**src/rtl/psram_ref_pkg.sv**
```systemverilog
package psram_ref_pkg;
  typedef enum logic [2:0] {
    MODE_INIT    = 3'd0,
    MODE_STANDBY = 3'd1,
    MODE_WRITE   = 3'd2,
    MODE_READ    = 3'd3,
    MODE_CE_REF  = 3'd4,
    MODE_AUTO    = 3'd5,
    MODE_SELF    = 3'd6
  } mode_e;
endpackage

```
**src/rtl/psram_ref_init.sv**
```systemverilog
module psram_ref_init #(
  parameter int POWERUP_CYC = 10000,
  parameter int DUMMY_CNT   = 8
) (
  input  logic clk_i,
  input  logic rst_ni,
  input  logic cs_n_i,
  input  logic oe_n_i,
  input  logic cs_fall_i,
  output logic done_o
);
  localparam int HW = $clog2(POWERUP_CYC + 1);
  localparam int DW = $clog2(DUMMY_CNT + 1);
  localparam logic [HW-1:0] HI_MAX  = HW'(POWERUP_CYC);
  localparam logic [DW-1:0] DUM_MAX = DW'(DUMMY_CNT);

  logic [HW-1:0] hi_q;
  logic [DW-1:0] dum_q;
  logic          wait_done;

  assign wait_done = (hi_q == HI_MAX);
  assign done_o    = wait_done && (dum_q == DUM_MAX);

  always_ff @(posedge clk_i or negedge rst_ni) begin
    if (!rst_ni) begin
      hi_q  <= '0;
      dum_q <= '0;
    end else if (!wait_done) begin
      // any low pin restarts the quiet period
      hi_q <= (cs_n_i && oe_n_i) ? hi_q + 1'b1 : '0;
    end else if (!done_o && cs_fall_i) begin
      dum_q <= dum_q + 1'b1;
    end
  end
endmodule

```
**src/rtl/psram_ref_timer.sv**
```systemverilog
module psram_ref_timer #(
  parameter int LONG_CYC = 400,
  parameter int SELF_INT = 700
) (
  input  logic clk_i,
  input  logic rst_ni,
  input  logic cond_i,
  output logic start_o,
  output logic self_o,
  output logic tick_o
);
  localparam int WW = $clog2(LONG_CYC + 1);
  localparam int TW = $clog2(SELF_INT + 1);
  localparam logic [WW-1:0] W_MAX = WW'(LONG_CYC);
  localparam logic [TW-1:0] T_MAX = TW'(SELF_INT - 1);

  logic          prev_q;
  logic [WW-1:0] w_q, w_nxt;
  logic [TW-1:0] t_q;

  always_comb begin
    if (!cond_i)            w_nxt = '0;
    else if (!prev_q)       w_nxt = WW'(1);
    else if (w_q == W_MAX)  w_nxt = W_MAX;
    else                    w_nxt = w_q + 1'b1;
  end

  assign start_o = cond_i && !prev_q;
  assign self_o  = cond_i && (w_nxt == W_MAX);
  assign tick_o  = self_o && (t_q == T_MAX);

  always_ff @(posedge clk_i or negedge rst_ni) begin
    if (!rst_ni) begin
      prev_q <= 1'b0;
      w_q    <= '0;
      t_q    <= '0;
    end else begin
      prev_q <= cond_i;
      w_q    <= w_nxt;
      if (!self_o || tick_o) t_q <= '0;
      else                   t_q <= t_q + 1'b1;
    end
  end
endmodule

```
**src/rtl/psram_ref_rowctr.sv**
```systemverilog
module psram_ref_rowctr #(
  parameter int ROW_W = 8
) (
  input  logic             clk_i,
  input  logic             rst_ni,
  input  logic             adv_i,
  input  logic             int_sel_i,
  input  logic [ROW_W-1:0] ext_row_i,
  output logic [ROW_W-1:0] row_o,
  output logic [ROW_W-1:0] cnt_o
);
  logic [ROW_W-1:0] cnt_q;

  assign cnt_o = cnt_q;
  assign row_o = int_sel_i ? cnt_q : ext_row_i;

  always_ff @(posedge clk_i or negedge rst_ni) begin
    if (!rst_ni)    cnt_q <= '0;
    else if (adv_i) cnt_q <= cnt_q + 1'b1;
  end
endmodule

```
**src/rtl/psram_ref_ctrl.sv**
```systemverilog
module psram_ref_ctrl
  import psram_ref_pkg::*;
#(
  parameter int ROW_W       = 8,
  parameter int COL_W       = 7,
  parameter int LONG_CYC    = 400,
  parameter int SELF_INT    = 700,
  parameter int POWERUP_CYC = 10000,
  parameter int DUMMY_CNT   = 8
) (
  input  logic                   clk_i,
  input  logic                   rst_ni,
  input  logic                   cs_n_i,
  input  logic                   we_n_i,
  input  logic                   oe_ref_n_i,
  input  logic [ROW_W+COL_W-1:0] addr_i,
  output logic [2:0]             mode_o,
  output logic                   init_done_o,
  output logic                   row_stb_o,
  output logic                   int_sel_o,
  output logic [ROW_W-1:0]       row_o,
  output logic [COL_W-1:0]       col_o,
  output logic                   rd_o,
  output logic                   wr_o,
  output logic                   self_o
);
  localparam int ADDR_W = ROW_W + COL_W;

  logic              cs_n_q, we_n_q, oe_n_q, cs_prev_q;
  logic [ADDR_W-1:0] addr_q;
  logic              cs_fall, acc_start, ref_cond;
  logic              ref_start, self_act, self_tick, init_done;
  logic [ROW_W-1:0]  row_cnt;
  mode_e             mode;

  // single sampling stage on all pins
  always_ff @(posedge clk_i or negedge rst_ni) begin
    if (!rst_ni) begin
      cs_n_q    <= 1'b1;
      we_n_q    <= 1'b1;
      oe_n_q    <= 1'b1;
      cs_prev_q <= 1'b1;
      addr_q    <= '0;
    end else begin
      cs_n_q    <= cs_n_i;
      we_n_q    <= we_n_i;
      oe_n_q    <= oe_ref_n_i;
      cs_prev_q <= cs_n_q;
      addr_q    <= addr_i;
    end
  end

  assign cs_fall   = !cs_n_q && cs_prev_q;
  assign acc_start = init_done && cs_fall;
  // condition edge also covers cs rising while refresh pin low (hold-off)
  assign ref_cond  = init_done && cs_n_q && !oe_n_q;

  psram_ref_init #(
    .POWERUP_CYC(POWERUP_CYC),
    .DUMMY_CNT  (DUMMY_CNT)
  ) u_init (
    .clk_i    (clk_i),
    .rst_ni   (rst_ni),
    .cs_n_i   (cs_n_q),
    .oe_n_i   (oe_n_q),
    .cs_fall_i(cs_fall),
    .done_o   (init_done)
  );

  psram_ref_timer #(
    .LONG_CYC(LONG_CYC),
    .SELF_INT(SELF_INT)
  ) u_timer (
    .clk_i  (clk_i),
    .rst_ni (rst_ni),
    .cond_i (ref_cond),
    .start_o(ref_start),
    .self_o (self_act),
    .tick_o (self_tick)
  );

  psram_ref_rowctr #(
    .ROW_W(ROW_W)
  ) u_row (
    .clk_i    (clk_i),
    .rst_ni   (rst_ni),
    .adv_i    (ref_start || self_tick),
    .int_sel_i(ref_cond),
    .ext_row_i(addr_q[ROW_W-1:0]),
    .row_o    (row_o),
    .cnt_o    (row_cnt)
  );

  always_comb begin
    if (!init_done)     mode = MODE_INIT;
    else if (!cs_n_q) begin
      if (!we_n_q)      mode = MODE_WRITE;
      else if (!oe_n_q) mode = MODE_READ;
      else              mode = MODE_CE_REF;
    end
    else if (!oe_n_q)   mode = self_act ? MODE_SELF : MODE_AUTO;
    else                mode = MODE_STANDBY;
  end

  assign mode_o      = mode;
  assign init_done_o = init_done;
  assign row_stb_o   = acc_start || ref_start || self_tick;
  assign int_sel_o   = ref_cond;
  assign col_o       = addr_q[ADDR_W-1:ROW_W];
  assign rd_o        = (mode == MODE_READ);
  assign wr_o        = (mode == MODE_WRITE);
  assign self_o      = self_act;
endmodule

```
**config.mk**
```make
export PLATFORM = sky130hd
export DESIGN_NAME = psram_ref_ctrl
export DESIGN_NICKNAME = d
export VERILOG_FILES = /design/src/rtl/psram_ref_pkg.sv /design/src/rtl/psram_ref_init.sv /design/src/rtl/psram_ref_timer.sv /design/src/rtl/psram_ref_rowctr.sv /design/src/rtl/psram_ref_ctrl.sv
export SDC_FILE = /design/constraint.sdc
export NUM_CORES = 1
export LEC_CHECK = 0
export ABC_AREA = 1
export CORE_ASPECT_RATIO = 0.9
export CORE_MARGIN = 5
export CORE_UTILIZATION = 40
export CTS_BUF_LIST = sky130_fd_sc_hd__clkbuf_8 sky130_fd_sc_hd__clkbuf_16
export CTS_CLUSTER_DIAMETER = 80
export CTS_CLUSTER_SIZE = 8
export DETAILED_ROUTE_END_ITERATION = 7
export PLACE_DENSITY_LB_ADDON = 0.1
export SYNTH_ARGS = -nofsm -noshare
export SYNTH_HDL_FRONTEND = slang
export SYNTH_SLANG_ARGS = --single-unit
```
**constraint.sdc**
```tcl
create_clock -name clk_i -period 2.32 [get_ports clk_i]
set_clock_uncertainty 0.2 [all_clocks]
set_input_delay 0.232 -clock clk_i [delete_from_list [all_inputs] [get_ports clk_i]]
set_output_delay 0.232 -clock clk_i [all_outputs]
set_load 0.02 [all_outputs]
```
* Yosys cells after proc, flatten, opt, wreduce, memory -nomap -nowiden
Index checks and enable logic that the tools add are counted.
** Word-level totals
- Word-level logic and storage cells :: 55
- Register bits after elaboration :: 65
- Input bits :: 20
- Output and inout port bits :: 24
** Cells by class
- Add/sub/neg operators :: 5
- Muxes and demuxes :: 12
- Equality and inequality tests :: 7
- Reductions and logical operators :: 20
** Operators with widths (count)
- 2-to-1 mux 9 bit :: 3
- == test 9 bit (second input constant) :: 2
- 2-to-1 mux 3 bit :: 5
- adder 14 x 1 -> 14 bit (second input constant) :: 1
- == test 14 bit (second input constant) :: 1
- 2-to-1 mux 14 bit :: 1
- adder 10 x 1 -> 10 bit (second input constant) :: 1
- == test 10 bit (second input constant) :: 1
- logical AND 1 bit :: 10
- 2-to-1 mux 10 bit :: 1
- adder 9 x 1 -> 9 bit (second input constant) :: 1
- adder 8 x 1 -> 8 bit (second input constant) :: 1
- 2-to-1 mux 8 bit :: 1
- == test 3 x 2 -> 1 bit (second input constant) :: 2
- logical NOT 1 bit :: 5
- adder 4 x 1 -> 4 bit (second input constant) :: 1
- == test 4 bit (second input constant) :: 1
- logical OR 1 bit :: 4
- 2-to-1 mux 2 bit :: 1
- AND reduction 2 bit :: 1

* Logic depth before layout (Yosys ltp)
- Depth in word-level cells :: 12
- Depth in mapped cells :: 13
- Mapped depth without buffers :: 13

* Modules after synthesis
From an unflattened synthesis, not the netlist that was laid out.
** Unflattened totals
- Cells, all modules :: 419
- Area, all modules :: 3398.3 um^2
** Modules (own cells, without submodules)
- psram_ref_init :: area an instance 1159.9 um^2, cells each 162, seq. area each 450.4 um^2, instances 1
- psram_ref_timer :: area an instance 1109.8 um^2, cells each 143, seq. area each 500.5 um^2, instances 1
- psram_ref_ctrl :: area an instance 656.9 um^2, cells each 56, seq. area each 480.5 um^2, instances 1
- psram_ref_rowctr :: area an instance 471.7 um^2, cells each 58, seq. area each 200.2 um^2, instances 1

* Least setup slack after synthesis
No wires, ideal clock.
- Path type :: reg2out
- Start :: reg u_init.hi_q[0]
- End :: out mode_o[1]
- Cell stages (with the launch flop) :: 10
- Required time :: 1888 ps
- Path slack :: -363 ps
- Buffers on the path :: 0
- Arrival :: 2251 ps
- Path through :: dfrtp_1 inv_1 ha_1 nand4_4 nor2_8 inv_1 nor2_1 inv_1 nor2_1 a21boi_0
** On the way
- Longest elaborated chain between the ends :: 11
** RTL lines
- start, declared :: line psram_ref_init.sv:17 : logic [HW-1:0] hi_q;
- start signal, assigned :: line psram_ref_init.sv:30 : hi_q <= (cs_n_i && oe_n_i) ? hi_q + 1'b1 : '0;
- == test 14 bit * :: line psram_ref_init.sv:21 : assign wait_done = (hi_q == HI_MAX);
- logical AND 1 bit * :: line psram_ref_init.sv:22 : assign done_o = wait_done && (dum_q == DUM_MAX);
- named net init_done_o :: line psram_ref_ctrl.sv:18 : output logic init_done_o,
- logical AND 1 bit (2 in a row) :: line psram_ref_ctrl.sv:56 : assign ref_cond = init_done && cs_n_q && !oe_n_q;
- 2-to-1 mux 9 bit :: line psram_ref_timer.sv:22 : if (!cond_i) w_nxt = '0;
- == test 9 bit :: line psram_ref_timer.sv:29 : assign self_o = cond_i && (w_nxt == W_MAX);
- logical AND 1 bit :: line psram_ref_timer.sv:29
- 2-to-1 mux 2 bit :: line psram_ref_ctrl.sv:101 : else if (!oe_n_q) mode = self_act ? MODE_SELF : MODE_AUTO;
- 2-to-1 mux 3 bit :: line psram_ref_ctrl.sv:101
- 2-to-1 mux 3 bit :: line psram_ref_ctrl.sv:96 : else if (!cs_n_q) begin
- 2-to-1 mux 3 bit * :: line psram_ref_ctrl.sv:95 : if (!init_done) mode = MODE_INIT;
- end, declared :: line psram_ref_ctrl.sv:17 : output logic [2:0] mode_o,
The timed path passes the listed nets; every way through them passes the cells marked *.

* Final worst setup path
- Start :: reg u_init.hi_q[0]
- End :: out row_stb_o
** On the way
- Longest elaborated chain between the ends :: 9
- Elaborated cells between the ends (all ways) :: 12
- Classes of those cells :: eq/ne: 2; mux: 1; reduce/logical: 9
** RTL lines
- == test 14 bit * :: line psram_ref_init.sv:21
- logical AND 1 bit * :: line psram_ref_init.sv:22
- logical AND 1 bit (2 in a row) :: line psram_ref_ctrl.sv:56
- 2-to-1 mux 9 bit :: line psram_ref_timer.sv:22
- == test 9 bit :: line psram_ref_timer.sv:29
- logical AND 1 bit :: line psram_ref_timer.sv:29
- logical AND 1 bit :: line psram_ref_timer.sv:30 : assign tick_o = self_o && (t_q == T_MAX);
- logical OR 1 bit * :: line psram_ref_ctrl.sv:107 : assign row_stb_o = acc_start || ref_start || self_tick;
- end, declared :: line psram_ref_ctrl.sv:19 : output logic row_stb_o,
Every way passes the cells marked *; elsewhere a longest branch is shown, timed or not.

==> flow_summary.json <==
{
  "status": "finished with violations",
  "violations": "setup timing",
  "ys_seq_elements": 65,
  "arrival_ps": 2300,
  "start_util": 0.404,
  "clkSinkCount": 65,
  "clkLatencyLatePin_ps": 350,
  "routed_wl_um": 8450,
  "netlist.area_leader.share": 0.447,
  "path_max_fanout": 5,
  "total_power_mw": 2.51,
  "dp_hpwl_um": 5760,
  "io_pins": 44,
  "grt_pass1_vias": 2955,
  "min_from": "oe_ref_n_i",
  "syn_nets": 430,
  "yosys_warnings": 0,
  "clockBufferDepth": 2,
  "rsz0062_at_grt": "true",
  "dieArea_mm2": 0.0105,
  "insertedDiodeCount": 0,
  "tightest_slew_ps": 458,
  "cp_slowest_cell": "dfrtp_1",
  "synthTopCellsByArea": "dfrtp_1, nand2_1, inv_1, nor2_1, xor2_1",
  "final.setup.worst_slack_ps": -412,
  "max_freq_mhz": 366,
  "grt.total_usage": 0.164,
  "dp_cells": 622,
  "drtIter0Drc": 105,
  "h-tree-depth": 3,
  "grt_pass1_wl_um": 13700,
  "layout.cells.non_filler": 661,
  "vdd_drop_max_uv": 453,
  "holdWs_ps": 80.1,
  "netlist_area_mm2": 0.00341,
  "drc": 0,
  "power_density_mw_per_mm2": 486,
  "cp_slowest_stage_delay_ps": 400,
  "slew-limit-headroom": 0.692,
  "fill_cells": 745,
  "overflow": 0,
  "min_to": "oe_n_q",
  "antenna_found_initial": 0,
  "cts_tree": "done",
  "yosys.area.top_type": "dfrtp_1",
  "period_share": 1.18,
  "endpoint_kind": "output pin",
  "seq_area_frac_synth": 0.478,
  "setup_viol": 22,
  "vias_per_cell": 4.61,
  "crit_chain": "inv_2 > ha_4 > buf_12 > nand4_4 > nor2_8 > nand3_4 > a21oi_2 > nor2_2 > buf_4 > nand4_1 > nand3_1 > buf_6",
  "final_common_cell": "buf_4",
  "die_w_um": 107,
  "syn_inst": 402,
  "ys_async_sr_fraction": 1.00,
  "area_growth_pct": 51.3,
  "maxSlewViolCount": 0,
  "drive_above_1_share": 0.386,
  "reg2reg_slack_ps": -90,
  "nNetsFinal": 565,
  "finalCriticalPeriod_ps": 2730,
  "r2r_cells": 15,
  "gp_congestion": 0.814,
  "timing.rr.end": "u_row.cnt_o[4]",
  "critPathLaunchType": "flip-flop",
  "crit_type": "flip-flop to output pin",
  "io_buffers": 43,
  "cts_made_buffers": 9,
  "root_buffer": "clkbuf_8",
  "postRouteAntennaNets": 0,
  "dieHeight_um": 97.7,
  "rows": 32,
  "drt_pass1_iterations": 4,
  "layout_common_cells": "buf_4, dfrtp_1, nand2_1, inv_1, nor2_1",
  "path_clk_slew_ps": 70,
  "worstReg2RegStart": "u_timer.w_q[1]",
  "hold_viol_final": 0,
  "vias": 3048,
  "synth_edf_count": 0,
  "synth_ff_type": "dfrtp_1",
  "drv_cap": 0,
  "holdCritPathClass": "primary input to flip-flop",
  "avgSynthCellArea_um2": 8.49,
  "crit_required_ps": 1890,
  "core_region_area_mm2": 0.00845,
  "grt_max_degree": 66,
  "yosysUniqueCellTypes": 35,
  "leakage_nw": 2.38,
  "holdPathStages": 1,
  "detail_route.wl_per_cell_um": 12.8
}
-- worst max path at each step --
stage | slack [ps] | endpoint | depth (start not counted) | startpoint
global route | -570 | wr_o | 13 | u_timer.w_q[1]
detailed placement | -490 | wr_o | 13 | u_init.hi_q[0]
floorplan | -110 | row_o[2] | 8 | u_init.hi_q[0]
global placement | -520 | wr_o | 13 | u_init.hi_q[0]
CTS | -360 | wr_o | 13 | u_timer.w_q[0]
finish | -410 | row_stb_o | 12 | u_init.hi_q[0]
-- metal layers --
metal / vias up / wire length (µm) / GRT usage
met5: - / 0 / 0
met4: 0 / 109 / 0.0515
met3: 10 / 358 / 0.0445
met2: 41 / 4130 / 0.259
met1: 1445 / 3850 / 0.219
li1: 1552 / - / -
-- cell families (layout without fill, tap and decap cells) --
family          after synthesis  after routing  synth area share
simple gates                205            207             0.298
buf+inv                      70            208            0.0868
flops                        65             65             0.478
compound gates               32             32            0.0498
xor+xnor                     22             22            0.0586
fa+ha+maj                     8              8            0.0293
-- layout make-up --
cell class / instances / area [µm²] / area share
sequential: 65 / 1630 / 0.316
timing repair buffer: 132 / 1190 / 0.231
clock buffer: 9 / 124 / 0.0240
inverter: 60 / 228 / 0.0441
tap: 119 / 149 / 0.0288
multi-input combinational: 269 / 1720 / 0.333
clock inverter: 7 / 119 / 0.0230
-- what timing repair did --
item	in CTS	in global routing
pin swaps	14	20
gates resized for setup	142	50
hold endpoints to repair	65	0
setup buffers	13	11
cloned	2	0
endpoints found under the setup margin	33	34
hold buffers	1	0
-- Yosys cell counts, drive strengths merged, types with 2 or more instances --
library cell and number:
xor2 19, a21oi 14, inv 59, ha 8
o22ai 3, clkbuf 2, dfrtp 61, nor4 5
nand2 71, o21ai 13, nand4 15, dfstp 4
xnor2 3, nor2 66, nand3 34, nor3 11
buf 8
-- state kept, by name (all words and copies together), names as in the netlist --
signal,count
we_n_q,1
u_timer.prev_q,1
u_init.hi_q,14
addr_q,15
u_row.cnt_o,8
cs_prev_q,1
oe_n_q,1
cs_n_q,1
u_init.dum_q,4
u_timer.t_q,10
u_timer.w_q,9
-- through the flow --
| step | TNS (ps) | utilization | worst slack, ps | cell area (µm²) |
|---|---|---|---|---|
| global placement | -7030 | 0.529 | -520 | 4470 |
| finish | -4950 | 0.612 | -412 | 5170 |
| floorplan | -428 | - | -112 | 3420 |
| CTS | -2780 | 0.581 | -361 | 4910 |
| detailed placement | -6620 | 0.529 | -493 | 4470 |
| global route | -9900 | 0.612 | -565 | 5170 |
-- report_power, final --
part	leakage, nW	switching (mW)	internal [mW]	total [mW]
Sequential	0.859	0.00747	1.15	1.16
Combinational	1.41	0.0834	0.0891	0.173
Clock	0.115	0.466	0.713	1.18
-- critical path, delay by kind of cell, from the launching register on --
family	cells	cell delay (ps)
compound gates	1	170
fa+ha+maj	1	160
flops	1	400
buf+inv	4	450
simple gates	6	770
Note: power is estimated with default switching activity, not from simulation.
